File: src/rtl/brcl_pkg.sv
package brcl_pkg;

  typedef enum logic [2:0] {
    BK_EQ   = 3'd0,
    BK_NE   = 3'd1,
    BK_LEZ  = 3'd2,
    BK_GTZ  = 3'd3,
    BK_LTZ  = 3'd4,
    BK_GEZ  = 3'd5,
    BK_LTZL = 3'd6,
    BK_GEZL = 3'd7
  } brKind_e;

  // Strobes from control to datapath
  typedef struct packed {
    logic eqMode;    // use the register-pair equality result
    logic wantEq;    // taken on equality (else on difference)
    logic takeNeg;   // zero test: taken when operand negative
    logic takeZero;  // zero test: taken when operand zero
    logic takePos;   // zero test: taken when operand positive
    logic link;      // request a link write
  } brStrobe_t;

endpackage

File: src/rtl/brcl_ctrl.sv
module brcl_ctrl
  import brcl_pkg::*;
(
  input  logic [2:0] kindIn,
  output brStrobe_t  strobe
);

  brKind_e kind;
  assign kind = brKind_e'(kindIn);

  always_comb begin
    strobe = '0;
    unique case (kind)
      BK_EQ:   begin strobe.eqMode = 1'b1; strobe.wantEq = 1'b1; end
      BK_NE:   begin strobe.eqMode = 1'b1; strobe.wantEq = 1'b0; end
      BK_LEZ:  begin strobe.takeNeg = 1'b1; strobe.takeZero = 1'b1; end
      BK_GTZ:  begin strobe.takePos = 1'b1; end
      BK_LTZ:  begin strobe.takeNeg = 1'b1; end
      BK_GEZ:  begin strobe.takeZero = 1'b1; strobe.takePos = 1'b1; end
      BK_LTZL: begin strobe.takeNeg = 1'b1; strobe.link = 1'b1; end
      BK_GEZL: begin strobe.takeZero = 1'b1; strobe.takePos = 1'b1; strobe.link = 1'b1; end
      default: strobe = '0;
    endcase
  end

endmodule

File: src/rtl/brcl_cmp.sv
module brcl_cmp #(
  parameter int XLEN = 32
) (
  input  logic [XLEN-1:0] opA,
  input  logic [XLEN-1:0] opB,
  output logic            isEq,
  output logic            aNeg,
  output logic            aZero
);

  assign isEq  = (opA == opB);
  assign aNeg  = opA[XLEN-1];
  assign aZero = ~|opA;

endmodule

File: src/rtl/brcl_datapath.sv
module brcl_datapath
  import brcl_pkg::*;
#(
  parameter int  XLEN     = 32,
  parameter int  OFFW     = 16,
  parameter int  IDXW     = 5,
  parameter bit  ZERO_REG = 1'b1
) (
  input  logic            clk,
  input  logic            rstN,
  input  logic            reqValid,
  input  brStrobe_t       strobe,
  input  logic [XLEN-1:0] pcIn,
  input  logic [IDXW-1:0] rsIdx,
  input  logic [XLEN-1:0] rsVal,
  input  logic [IDXW-1:0] rtIdx,
  input  logic [XLEN-1:0] rtVal,
  input  logic [OFFW-1:0] offset,
  output logic            outValid,
  output logic            brTaken,
  output logic [XLEN-1:0] nextPc,
  output logic            linkWrEn,
  output logic [XLEN-1:0] linkData
);

  localparam int EXTW = XLEN - OFFW - 2;
  localparam logic [XLEN-1:0] STEP = XLEN'(4);

  logic [XLEN-1:0] rsEff, rtEff;
  logic [XLEN-1:0] offExt, pcPlus4, brTarget;
  logic            isEq, rsNeg, rsZero, rsPos, condHit;

  // Operand masking for the hardwired zero register
  generate
    if (ZERO_REG) begin : g_zeroReg
      assign rsEff = (rsIdx == '0) ? '0 : rsVal;
      assign rtEff = (rtIdx == '0) ? '0 : rtVal;
    end else begin : g_plainReg
      assign rsEff = rsVal;
      assign rtEff = rtVal;
    end
  endgenerate

  brcl_cmp #(.XLEN(XLEN)) u_cmp (
    .opA  (rsEff),
    .opB  (rtEff),
    .isEq (isEq),
    .aNeg (rsNeg),
    .aZero(rsZero)
  );

  assign rsPos = ~rsNeg & ~rsZero;

  always_comb begin
    if (strobe.eqMode) condHit = (isEq == strobe.wantEq);
    else condHit = (rsNeg & strobe.takeNeg) | (rsZero & strobe.takeZero) |
                   (rsPos & strobe.takePos);
  end

  assign offExt   = {{EXTW{offset[OFFW-1]}}, offset, 2'b00};
  assign pcPlus4  = pcIn + STEP;
  assign brTarget = pcPlus4 + offExt;

  always_ff @(posedge clk) begin
    if (!rstN) begin
      outValid <= 1'b0;
      brTaken  <= 1'b0;
      nextPc   <= '0;
      linkWrEn <= 1'b0;
      linkData <= '0;
    end else begin
      outValid <= reqValid;
      linkWrEn <= reqValid & strobe.link;
      if (reqValid) begin
        brTaken  <= condHit;
        nextPc   <= condHit ? brTarget : pcPlus4;
        linkData <= pcPlus4;
      end
    end
  end


  req_to_out_chk: assert property (@(posedge clk) disable iff (!rstN)
    reqValid |=> outValid);


  out_needs_req_chk: assert property (@(posedge clk) disable iff (!rstN)
    outValid |-> $past(reqValid));


  link_in_valid_chk: assert property (@(posedge clk) disable iff (!rstN)
    linkWrEn |-> outValid);


  fallthrough_chk: assert property (@(posedge clk) disable iff (!rstN)
    (outValid && !brTaken) |-> (nextPc == $past(pcIn) + STEP));


  link_ret_chk: assert property (@(posedge clk) disable iff (!rstN)
    linkWrEn |-> (linkData == $past(pcIn) + STEP));


  link_kind_chk: assert property (@(posedge clk) disable iff (!rstN)
    linkWrEn |-> ($past(strobe.link) && !$past(strobe.eqMode)));

endmodule

File: src/rtl/brcl_unit.sv
module brcl_unit
  import brcl_pkg::*;
#(
  parameter int XLEN     = 32,
  parameter int OFFW     = 16,
  parameter int IDXW     = 5,
  parameter int LINK_REG = 31
) (
  input  logic            clk,
  input  logic            rstN,
  input  logic            reqValid,
  input  logic [2:0]      brKind,
  input  logic [XLEN-1:0] pcIn,
  input  logic [IDXW-1:0] rsIdx,
  input  logic [XLEN-1:0] rsVal,
  input  logic [IDXW-1:0] rtIdx,
  input  logic [XLEN-1:0] rtVal,
  input  logic [OFFW-1:0] offset,
  output logic            outValid,
  output logic            brTaken,
  output logic [XLEN-1:0] nextPc,
  output logic            linkWrEn,
  output logic [IDXW-1:0] linkAddr,
  output logic [XLEN-1:0] linkData
);

  brStrobe_t strobe;

  brcl_ctrl u_ctrl (
    .kindIn(brKind),
    .strobe(strobe)
  );

  brcl_datapath #(
    .XLEN    (XLEN),
    .OFFW    (OFFW),
    .IDXW    (IDXW),
    .ZERO_REG(1'b1)
  ) u_dp (
    .clk     (clk),
    .rstN    (rstN),
    .reqValid(reqValid),
    .strobe  (strobe),
    .pcIn    (pcIn),
    .rsIdx   (rsIdx),
    .rsVal   (rsVal),
    .rtIdx   (rtIdx),
    .rtVal   (rtVal),
    .offset  (offset),
    .outValid(outValid),
    .brTaken (brTaken),
    .nextPc  (nextPc),
    .linkWrEn(linkWrEn),
    .linkData(linkData)
  );

  assign linkAddr = IDXW'(LINK_REG);

endmodule

File: config.mk
export PLATFORM = sky130hd
export DESIGN_NAME = brcl_unit
export DESIGN_NICKNAME = d
export VERILOG_FILES = /design/src/rtl/brcl_pkg.sv /design/src/rtl/brcl_ctrl.sv /design/src/rtl/brcl_cmp.sv /design/src/rtl/brcl_datapath.sv /design/src/rtl/brcl_unit.sv
export SDC_FILE = /design/constraint.sdc
export NUM_CORES = 1
export LEC_CHECK = 0
export ABC_AREA = 1
export BUFFER_PORTS_ARGS = -buffer_cell sky130_fd_sc_hd__buf_2
export CAP_MARGIN = 20
export CORE_ASPECT_RATIO = 1.4
export CORE_MARGIN = 5
export CORE_UTILIZATION = 47
export CTS_CLUSTER_SIZE = 16
export DETAILED_ROUTE_END_ITERATION = 6
export PLACE_DENSITY = 0.76
export SLEW_MARGIN = 5
export SYNTH_ARGS = -nofsm -noshare
export SYNTH_HDL_FRONTEND = slang
export SYNTH_SLANG_ARGS = --single-unit
File: constraint.sdc
create_clock -name clk -period 3.1 [get_ports clk]
set_input_delay 0.31 -clock clk [delete_from_list [all_inputs] [get_ports clk]]
set_output_delay 0.31 -clock clk [all_outputs]
set_load 0.1 [all_outputs]
==> metrics.md <==
| Metric | Value |
|---|---|
| Slew HR | `32.8%` |
| Starting DRT DRC Count | `between 500 and 600` |
| Crit path capture | `u_dp.nextPc[28]$_SDFFE_PN0P_` |
| R2r worst-path depth | `4` |
| CP most frequent cell | `nand2_1` |
| Area fraction of the dominant cell type after synthesis | `23.7%` |
| CTS Hold Bufs | `0` |
| Setup ws final | `between 40 and 50 ps` |
| Vias in the first global route | `about 7,500` |
| Crit start category | `input pin` |
| Ys flop type | `dfxtp_1` |
| Cell taking the most area after synthesis | `nand2_1` |
| Tmin final | `3050 ps` |
| Critical Path RT | `between 3000 and 4000 ps` |
| Synth Cell Area | `around 6100 um^2` |
| Post-synth cell types | `38` |
| Min-Delay Path Class | `in2reg` |
| RSZ-0062 raised after global routing | `yes` |
| Core Area | `around 13,000 um^2` |
| Pre-antenna DRT Iters | `5` |
| Share of cells above drive strength 1 | `a little under a third` |
| Vias per cell | `between 5 and 6` |
| Final hold slack | `just under 200 ps` |
| Register area share after synthesis | `between 20% and 30%` |
| Critical-path maximum fanout | `4` |
| Worst slew pin tran | `1000 ps` |
| Average cell area after synthesis | `between 5 and 6 um^2` |
| Hpwl dp | `around 18,000 um` |
| Clock transition at path regs | `60 ps` |
| Grt total ovfl | `0` |
| Post-Route WL | `roughly 23,000 um` |
| CTS sink count | `65` |
| Yosys reg bits | `65` |
| Crit path DAT | `3280 ps` |
| Setup crit start | `pcIn[8]` |
| Max cap viols | `0` |
| CTS buffer count | `9` |
| # diodes | `0` |
| Clk_lat worst skew | `approximately 330 ps` |
| Final Hold Vio Count | `0` |
| Area grow syn2layout | `44.6%` |
| Hold path start | `pcIn[1]` |
| GRT Overall Usage | `28.0%` |
| Die Ht | `145 um` |
| Via count | `between 7,000 and 8,000` |
| Power per cell area | `approximately 420 nW/um^2` |
| Synth Instances | `~1,000` |
| Post-synth EDFFs | `0` |
| Worst path slowest cell | `ha_2` |
| Fmax | `roughly 330 MHz` |
| Period utilization | `slightly below 100%` |
| Post-place setup slack | `-503 ps` |
| Nets | `~1,500` |
| CP max stage delay | `between 400 and 500 ps` |
| Clk buf depth | `2` |
| Die W | `106 um` |
| Crit-path leading delay family | `simple AND/OR/NAND/NOR gates` |
| Die Footprint | `roughly 15,000 um^2` |
| Root buffer cell | `clkbuf_16` |
| Initial antenna violation count | `0` |
| # setup viols final | `0` |
| WL/cell | `roughly 15 um` |
| Critical path class | `in2reg` |
| Worst-path cell chain | `buf_2, nand2_1, buf_4, nor2_1, nand4_1, nor4_2, buf_4, nand2_1, nand2_1, inv_1, ha_2, nand2_1, nor2_1, nand2_1, nor3_1, nand2_1, nand3_1, nand4_1, nand3_1, nand2_1` |
| Run status | `completed` |
| Row count | `49` |
| H-tree depth | `3` |
| Worst reg2reg path endpoint | `u_dp.nextPc[31]$_SDFFE_PN0P_` |
| Setup slack, reg-to-reg | `2120 ps` |
| Synth top area cells | `nand2_1 (24%), dfxtp_1 (21%), ha_1 (7.4%), inv_1 (6.3%), nand3_1 (5.6%)` |
| R2r startpoint | `u_dp.nextPc[31]$_SDFFE_PN0P_` |
| # port buffers | `194` |
| # IOs | `200` |
| Final Skew | `0 ps` |
| Overall power | `3.69 mW` |
| Fillcell total | `about 1,200` |
| Yosys warns | `0` |
| Multi-input logic area | `approximately 4600 um^2` |
| Register area | `around 1300 um^2` |
| Leakage power | `about 4.8 nW` |
| Largest net degree at the start of global routing | `54` |
| Peak supply drop | `~0.00029 V` |
| Initial core utilization | `47.6%` |
| Worst path depth | `20` |
| Post-route ant nets | `0` |
| GPL Wtd Cong | `roughly 1.0` |
| CTS tree | `done` |
| Worst Path Buf+Inv | `4` |
| Hold Crit Depth | `2` |
| First-pass GRT wire length | `roughly 34,000 um` |
| # DRC | `0` |
| Final Max Slew Viols | `0` |
| CP Capture Type | `flip-flop` |
| Async SR Flop Fraction | `0%` |
-- registers in the layout (all words and copies together) (netlist names) --
register	count
u_dp.brTaken	1
u_dp.linkData	32
u_dp.linkWrEn	1
u_dp.nextPc	30
u_dp.outValid	1
-- timing repair --
action | CTS | global route
resized for setup | 7 | 82
buffers inserted | 1 | 9
pin swaps | 3 | 35
setup endpoints to repair | 4 | 17
cloned | 0 | 0
-- cell usage in the layout, fill, tap and decap left out, types with 9 or more instances in the layout --
cell,instances
ha_1,28
nor2_1,76
nand2_1,374
buf_4,135
xor2_1,28
inv_1,99
xnor2_1,16
buf_2,192
nor2_2,10
nand3_1,64
o21ai_0,49
clkbuf_16,9
a21oi_1,37
nand4_1,41
dfxtp_1,65
-- layout make-up --
type	instances	share of cell area [%]
multi-input cells	833	51.9
repair buffers	332	23.3
flip-flops and latches	65	14.7
inverters	104	4.45
clock buffers	11	2.75
well taps	153	2.17
clock inverters	5	0.624
-- worst min path at each step --
stage / to / slack (ps)
after global routing: u_dp.linkData[1]$_SDFFE_PN0P_ / 210
after floorplan: u_dp.linkWrEn$_SDFF_PN0_ / 420
final: u_dp.linkData[1]$_SDFFE_PN0P_ / 200
after global placement: u_dp.nextPc[9]$_SDFFE_PN0P_ / 430
after detailed placement: u_dp.nextPc[9]$_SDFFE_PN0P_ / 430
after CTS: u_dp.linkData[1]$_SDFFE_PN0P_ / 200
-- metal layers --
metal,GRT usage [%],part of all wire (%),up-vias
met5,0,0,-
met4,16.3,5.4,0
met3,3.99,6.9,80
met2,53.4,51,360
met1,29.0,37,3544
li1,-,-,3958
-- synthesized netlist by cell type (4+ instances only) --
library cell  number
nor2_1            90
inv_1            103
xnor2_1           16
nand2_1          385
buf_4              9
nand4_1           41
nand3_1           68
buf_2             11
o21ai_0           55
dfxtp_1           65
o21bai_1           4
a21o_1             4
clkbuf_1          11
ha_1              36
nor4_1             5
nor3_1            16
a21oi_1           43
xor2_1            34
nand3b_1           7
-- power by group --
| group | internal, mW | switching (mW) | total [mW] |
|---|---|---|---|
| Clock | 0.642 | 0.398 | 1.04 |
| Combinational | 0.527 | 1.18 | 1.71 |
| Sequential | 0.905 | 0.0344 | 0.940 |
-- through the flow --
stage               util, %  cells  instance area (um^2)  TNS (ps)
floorplan                 -   1038                  6120         0
global placement       63.1   1477                  8080     -3320
detailed placement     63.1   1477                  8080     -4250
CTS                    65.7   1494                  8420         0
global route           68.9   1503                  8830      -638
finish                 68.9   1503                  8830         0
-- worst reg2reg max path: cells and delay by family (launching register included) --
family                 cells  cell delay, ps
AO/OA/AOI/OAI              1             300
buffers and inverters      1              80
AND/OR/NAND/NOR            2             120
flip-flops                 1             370
-- kinds of logic (layout without fill, tap and decap cells) --
kind of cell,count (synthesis),count (layout),synth area share [%]
XOR/XNOR,50,50,7.17
other,1,5,0.0614
AND/OR/NAND/NOR,623,623,43.4
flip-flops,65,65,21.3
adder cells (fa/ha/maj),37,37,7.71
buffers and inverters,140,452,9.76
AO/OA/AOI/OAI,118,118,10.6
Power figures use the tool's default switching activity.
